### src/rtl/ddr_tx_pkg.sv
package ddr_tx_pkg;
  localparam int BYTE_W = 8;
  localparam int SYM_W  = 10;
  localparam logic [SYM_W-1:0]  K28_5_NEG = 10'b0011111010;
  localparam logic [SYM_W-1:0]  K28_5_POS = 10'b1100000101;
  localparam logic [BYTE_W-1:0] IDLE_BYTE = 8'hBC;
endpackage

### src/rtl/enc_8b10b.sv
module enc_8b10b
  import ddr_tx_pkg::*;
(
  input  logic [BYTE_W-1:0] byte_i,
  input  logic              ctrl_i,
  input  logic              rd_i,    // 1 = positive disparity
  output logic [SYM_W-1:0]  sym_o,   // {a,b,c,d,e,i,f,g,h,j}
  output logic              rd_o
);
  logic [4:0] x;
  logic [2:0] y;
  logic       k28, kx7, k_ok;
  logic [5:0] base6, code6;
  logic [3:0] base4, code4;
  logic       unb6, unb4, rd_mid, use_alt;

  assign x = byte_i[4:0];
  assign y = byte_i[7:5];
  assign k28  = ctrl_i && (x == 5'd28);
  assign kx7  = ctrl_i && (y == 3'd7) &&
                (x == 5'd23 || x == 5'd27 || x == 5'd29 || x == 5'd30);
  assign k_ok = k28 || kx7;

  // 5b/6b, negative-disparity form
  always_comb begin
    case (x)
      5'd0:  base6 = 6'b100111;
      5'd1:  base6 = 6'b011101;
      5'd2:  base6 = 6'b101101;
      5'd3:  base6 = 6'b110001;
      5'd4:  base6 = 6'b110101;
      5'd5:  base6 = 6'b101001;
      5'd6:  base6 = 6'b011001;
      5'd7:  base6 = 6'b111000;
      5'd8:  base6 = 6'b111001;
      5'd9:  base6 = 6'b100101;
      5'd10: base6 = 6'b010101;
      5'd11: base6 = 6'b110100;
      5'd12: base6 = 6'b001101;
      5'd13: base6 = 6'b101100;
      5'd14: base6 = 6'b011100;
      5'd15: base6 = 6'b010111;
      5'd16: base6 = 6'b011011;
      5'd17: base6 = 6'b100011;
      5'd18: base6 = 6'b010011;
      5'd19: base6 = 6'b110010;
      5'd20: base6 = 6'b001011;
      5'd21: base6 = 6'b101010;
      5'd22: base6 = 6'b011010;
      5'd23: base6 = 6'b111010;
      5'd24: base6 = 6'b110011;
      5'd25: base6 = 6'b100110;
      5'd26: base6 = 6'b010110;
      5'd27: base6 = 6'b110110;
      5'd28: base6 = 6'b001110;
      5'd29: base6 = 6'b101110;
      5'd30: base6 = 6'b011110;
      default: base6 = 6'b101011;
    endcase
    if (k28) base6 = 6'b001111;
  end

  assign unb6   = ($countones(base6) != 3);
  assign code6  = (rd_i && (unb6 || x == 5'd7)) ? ~base6 : base6;
  assign rd_mid = unb6 ? ~rd_i : rd_i;

  // alternate 7 avoids a run of five equal bits across the sub-block seam
  assign use_alt = (y == 3'd7) &&
                   (k_ok ||
                    (!rd_mid && (x == 5'd17 || x == 5'd18 || x == 5'd20)) ||
                    ( rd_mid && (x == 5'd11 || x == 5'd13 || x == 5'd14)));

  always_comb begin
    case (y)
      3'd0: base4 = 4'b1011;
      3'd1: base4 = 4'b1001;
      3'd2: base4 = 4'b0101;
      3'd3: base4 = 4'b1100;
      3'd4: base4 = 4'b1101;
      3'd5: base4 = 4'b1010;
      3'd6: base4 = 4'b0110;
      default: base4 = 4'b1110;
    endcase
    if (use_alt) base4 = 4'b0111;
  end

  assign unb4 = ($countones(base4) != 2);

  always_comb begin
    code4 = base4;
    if (rd_mid && (unb4 || y == 3'd3)) code4 = ~base4;
    // K28 balanced codes take the opposite polarity to data
    if (k28 && !unb4 && y != 3'd3 && !rd_mid) code4 = ~base4;
  end

  assign rd_o  = unb4 ? ~rd_mid : rd_mid;
  assign sym_o = {code6, code4};
endmodule

### src/rtl/prbs7_byte.sv
module prbs7_byte #(
  parameter int ORDER = 7,
  parameter int TAP_A = 7,
  parameter int TAP_B = 6,
  parameter int OUT_W = 8
) (
  input  logic             clk_i,
  input  logic             rst_ni,
  input  logic             clear_i,
  input  logic             step_i,
  output logic [OUT_W-1:0] byte_o
);
  logic [ORDER-1:0] lfsr_q, lfsr_nxt;

  always_comb begin
    logic [ORDER-1:0] s;
    logic             nb;
    s      = lfsr_q;
    byte_o = '0;
    for (int i = 0; i < OUT_W; i++) begin
      nb = s[TAP_A-1] ^ s[TAP_B-1];
      byte_o[OUT_W-1-i] = nb;
      s = {s[ORDER-2:0], nb};
    end
    lfsr_nxt = s;
  end

  always_ff @(posedge clk_i or negedge rst_ni) begin
    if (!rst_ni)      lfsr_q <= '1;
    else if (clear_i) lfsr_q <= '1;
    else if (step_i)  lfsr_q <= lfsr_nxt;
  end
endmodule

### src/rtl/ddr_tx_serializer.sv
module ddr_tx_serializer #(
  parameter int SYM_W = 10
) (
  input  logic             clk_i,
  input  logic             rst_ni,
  input  logic [SYM_W-1:0] sym_i,
  output logic             last_o,
  output logic             rise_o,
  output logic             fall_o
);
  localparam int LANES = 2;
  localparam int SLOTS = SYM_W / LANES;
  localparam int PH_W  = $clog2(SLOTS);
  localparam logic [PH_W-1:0] PH_LAST = PH_W'(SLOTS - 1);

  logic [PH_W-1:0]  ph_q;
  logic [SYM_W-1:0] sh_q;

  assign last_o = (ph_q == PH_LAST);
  assign rise_o = sh_q[SYM_W-1];
  assign fall_o = sh_q[SYM_W-2];

  always_ff @(posedge clk_i or negedge rst_ni) begin
    if (!rst_ni) begin
      ph_q <= PH_LAST;
      sh_q <= '0;
    end else if (last_o) begin
      ph_q <= '0;
      sh_q <= sym_i;
    end else begin
      ph_q <= ph_q + 1'b1;
      sh_q <= {sh_q[SYM_W-LANES-1:0], {LANES{1'b0}}};
    end
  end
endmodule

### src/rtl/ddr_ser_tx.sv
module ddr_ser_tx
  import ddr_tx_pkg::*;
(
  input  logic              clk_i,
  input  logic              rst_ni,
  input  logic [BYTE_W-1:0] data_i,
  input  logic              ctrl_i,
  input  logic              valid_i,
  output logic              ready_o,
  input  logic              prbs_en_i,
  output logic              rise_o,
  output logic              fall_o
);
  logic              last;
  logic              rd_q;
  logic              enc_rd;
  logic [SYM_W-1:0]  enc_sym;
  logic [BYTE_W-1:0] prbs_byte, sel_byte;
  logic              sel_ctrl;

  assign ready_o = last && !prbs_en_i;

  always_comb begin
    if (prbs_en_i) begin
      sel_byte = prbs_byte;
      sel_ctrl = 1'b0;
    end else if (valid_i) begin
      sel_byte = data_i;
      sel_ctrl = ctrl_i;
    end else begin
      sel_byte = IDLE_BYTE;
      sel_ctrl = 1'b1;
    end
  end

  prbs7_byte #(.ORDER(7), .TAP_A(7), .TAP_B(6), .OUT_W(BYTE_W)) u_prbs (
    .clk_i   (clk_i),
    .rst_ni  (rst_ni),
    .clear_i (!prbs_en_i),
    .step_i  (last && prbs_en_i),
    .byte_o  (prbs_byte)
  );

  enc_8b10b u_enc (
    .byte_i (sel_byte),
    .ctrl_i (sel_ctrl),
    .rd_i   (rd_q),
    .sym_o  (enc_sym),
    .rd_o   (enc_rd)
  );

  ddr_tx_serializer #(.SYM_W(SYM_W)) u_ser (
    .clk_i  (clk_i),
    .rst_ni (rst_ni),
    .sym_i  (enc_sym),
    .last_o (last),
    .rise_o (rise_o),
    .fall_o (fall_o)
  );

  always_ff @(posedge clk_i or negedge rst_ni) begin
    if (!rst_ni)   rd_q <= 1'b0;
    else if (last) rd_q <= enc_rd;
  end
endmodule

### config.mk
export PLATFORM = sky130hd
export DESIGN_NAME = ddr_ser_tx
export DESIGN_NICKNAME = d
export VERILOG_FILES = /design/src/rtl/ddr_tx_pkg.sv /design/src/rtl/enc_8b10b.sv /design/src/rtl/prbs7_byte.sv /design/src/rtl/ddr_tx_serializer.sv /design/src/rtl/ddr_ser_tx.sv
export SDC_FILE = /design/constraint.sdc
export NUM_CORES = 1
export LEC_CHECK = 0
export ABC_AREA = 1
export ABC_CLOCK_PERIOD_IN_PS = 7300
export BUFFER_PORTS_ARGS = -buffer_cell sky130_fd_sc_hd__clkbuf_2
export CORE_ASPECT_RATIO = 0.75
export CORE_UTILIZATION = 60
export CTS_BUF_LIST = sky130_fd_sc_hd__clkbuf_16
export DETAILED_ROUTE_END_ITERATION = 7
export GPL_TIMING_DRIVEN = 0
export PLACE_DENSITY = 0.88
export SKIP_LAST_GASP = 1
export SYNTH_ARGS = -nofsm -noshare
export SYNTH_HDL_FRONTEND = slang
export SYNTH_SLANG_ARGS = --single-unit
### constraint.sdc
create_clock -name clk_i -period 7.3 [get_ports clk_i]
set_clock_uncertainty 0.15 [all_clocks]
set_input_delay 0.365 -clock clk_i [delete_from_list [all_inputs] [get_ports clk_i]]
set_output_delay 0.365 -clock clk_i [all_outputs]
set_load 0.03 [all_outputs]
==> metrics <==
antenna diode instance count 0; Clock Path Buffers 2; RSZ-0062 raised after global routing no; crit-path most repeated cell sky130_fd_sc_hd__nand2_1; Clock transition at path regs 0.06 ns; Overall Global Routing Usage 0.275; peak clock frequency supported by timing 0.153 GHz; final RePlAce weighted congestion 0.888; antenna-violating nets left 0; number of top-level pins 16; starting DRC count in detailed routing 101; critical path data arrival time 6.54 ns; share of cell area taken by muxes after synthesis 0; max-slew violation total from the final report 0; number of buffers added by the clock tree synthesis step 3; total number of placement rows 17; final setup fails 0; number of design rule violations left after detail routing 0; WL final 4080 µm; fraction of layout cells with a size suffix above 1 0.209; standard cell area after detailed placement 2090 µm²; Hold Crit Depth 2; count of final hold-check violations 0; total congestion overflow after global routing 0; number of nets in the final layout 333; later-pin clock latency in the skew report 0.25 ns; number of clock sinks seen by CTS 21; Vert. Die Dim 51.6 µm; r2r worst-path depth 38; overall via count from detail_route 1828; sequential area share after synthesis 0.272; antenna violations before repair 0; die footprint 3520 µm²; Least-Margin Pin Slew 0.828 ns; start-to-end type of the worst setup path reg2reg; estimated wirelength of the detail-placed design 3260 µm; minimum setup slack among reg-to-reg paths 0.75 ns; crit path launch type flip-flop; remaining max-slew budget at the tightest pin 0.442; first-pass GRT wire length 7180 µm; required time reported for the critical path endpoint 7.30 ns; vias in the first global route 1710; Period Utilization, post-route 0.897; Final Power 673 µW; crit-path max cell delay 0.57 ns; post-cts repair resize count 0; maximum number of pins on one net before global-route repair 22; CTS HTree Levels 1; number of buffers inserted by port buffering 15; starting density of the core 0.652; kind of end point of the critical path flip-flop; Max FO, Critical Path 7; area of the core 3020 µm²; cell leakage power 1.19 nW; Min Hold Slack 0.293 ns; status completed; post-synthesis share of cell area spent on full adders, half adders and majority gates 0.126; min cycle time layout 6.55 ns; synthesized-area fraction occupied by and/or/nand/nor cells 0.374; ratio of routed vias to standard cells 5.39; number of maximum-capacitance violations 0; XOR/XNOR Fraction of Synth Area 0.0267; cell area power density 308 nW/µm²; root buffer selected by CTS sky130_fd_sc_hd__clkbuf_16; mean instance size in the synthesized netlist 7.01 µm²; VDD IR-drop max 146 µV; main combinational cell family by area after synthesis simple AND/OR/NAND/NOR gates; aggregate negative setup slack 0 ns; growth of design area from synthesis to finish 10.8%; CTS tree yes; type of the worst min-delay path reg2reg; average wire per standard cell 12.0 µm; total non-filler cell area in the finished layout 2180 µm²; post-synthesis cell type count 34; Synthesized Nets 312; number of search-and-repair iterations in the first detailed-routing pass 4; flop and latch count out of synthesis 21; Mapped Cells 281; width of the die 68.2 µm; Synth Area in Compound Gates 0.104; area of the mapped netlist 1970 µm²; Synth warnings 0; critical-path cell with the highest stage delay sky130_fd_sc_hd__dfstp_2
[worst max-delay path, delay by kind of cell (launching register included)]
| family | cells | cell delay, ns |
|---|---|---|
| fa+ha+maj | 7 | 2.20 |
| buf+inv | 6 | 0.56 |
| flops | 1 | 0.57 |
| simple gates | 22 | 2.39 |
| compound gates | 3 | 0.56 |
[state kept, by name (all words and copies together), names as in the netlist]
signal	count
u_prbs.lfsr_q	7
u_ser.sh_q	10
rd_q	1
u_ser.ph_q	3
[layer usage]
metal / global-route usage / up-vias / routed length [µm]
li1: - / 939 / -
met1: 0.365 / 843 / 1980
met2: 0.464 / 38 / 1900
met3: 0.0548 / 8 / 150
met4: 0.0486 / 0 / 47
met5: 0 / - / 0
[synth_stat cells, drive strengths merged]
library cell	instances	area, µm²
nand2	104	438
buf	5	51.3
dfstp	8	210
fa	3	60.1
o21ai	24	128
o22ai	3	25.0
nor3b	1	7.51
inv	35	134
nor2	19	91.3
xnor2	3	26.3
nand3	31	175
a31oi	1	6.26
a21oi	6	30.0
o211ai	2	15.0
nand4	2	18.8
clkbuf	2	7.51
dfrtp	13	325
xor2	3	26.3
ha	15	188
or2	1	6.26
[final cells by class]
type	instances	area, µm²
multi-input combinational	218	1240
inverter	35	134
clock inverter	1	5.00
tap	38	47.5
buffer	7	58.8
clock buffer	3	75.1
fill	261	838
sequential	21	536
timing repair buffer	16	85.1
[worst paths after layout]
check / end / start
worst max-delay path: u_ser.sh_q[3] / u_prbs.lfsr_q[4]
worst min-delay path: u_ser.sh_q[6] / u_ser.sh_q[4]
worst max register to register: u_ser.sh_q[3] / u_prbs.lfsr_q[4]
worst min register to register: u_ser.sh_q[6] / u_ser.sh_q[4]
max in group asynchronous: u_prbs.lfsr_q[6] / rst_ni
min in group asynchronous: u_ser.sh_q[9] / rst_ni
[placed cells by master, fill, tap and decap left out, types with 2 or more instances in the layout]
cell                        instances
sky130_fd_sc_hd__a21oi_1            6
sky130_fd_sc_hd__buf_4              2
sky130_fd_sc_hd__clkbuf_1           2
sky130_fd_sc_hd__clkbuf_16          3
sky130_fd_sc_hd__clkbuf_2          15
sky130_fd_sc_hd__dfrtp_1           13
sky130_fd_sc_hd__dfstp_2            8
sky130_fd_sc_hd__fa_1               3
sky130_fd_sc_hd__ha_1              15
sky130_fd_sc_hd__inv_1             30
sky130_fd_sc_hd__inv_2              4
sky130_fd_sc_hd__nand2_1           91
sky130_fd_sc_hd__nand2_2           10
sky130_fd_sc_hd__nand2_4            3
sky130_fd_sc_hd__nand3_1           27
sky130_fd_sc_hd__nand3_2            4
sky130_fd_sc_hd__nor2_1            15
sky130_fd_sc_hd__nor2_2             2
sky130_fd_sc_hd__nor2_4             2
sky130_fd_sc_hd__o211ai_1           2
sky130_fd_sc_hd__o21ai_0           19
sky130_fd_sc_hd__o21ai_1            3
sky130_fd_sc_hd__o21ai_2            2
sky130_fd_sc_hd__o22ai_1            2
sky130_fd_sc_hd__xnor2_1            3
sky130_fd_sc_hd__xor2_1             3
[stage by stage]
step | util | std cells | setup WS, ns
after CTS | 0.722 | 339 | 0.822
final | 0.722 | 339 | 0.754
after detailed placement | 0.693 | 334 | 0.638
after global routing | 0.722 | 339 | 0.218
after floorplan | - | 281 | 1.66
after global placement | 0.693 | 334 | 0.841
[where the power goes]
group / internal [mW] / switching, mW / total, mW
clock network: 0.0736 / 0.0428 / 0.116
logic: 0.151 / 0.255 / 0.406
registers: 0.142 / 0.00884 / 0.150
[cells by family after synthesis]
| logic type | Yosys count |
|---|---|
| XOR/XNOR | 6 |
| flip-flops | 21 |
| AND/OR/NAND/NOR | 158 |
| buffers and inverters | 42 |
| adder cells (fa/ha/maj) | 18 |
| AO/OA/AOI/OAI | 36 |
[what timing repair did]
action	4_1_cts	5_1_grt
endpoints found under the hold margin	13	0
buffers inserted	0	0
hold buffers	1	0
No activity file was read; power rests on OpenSTA's default activity.
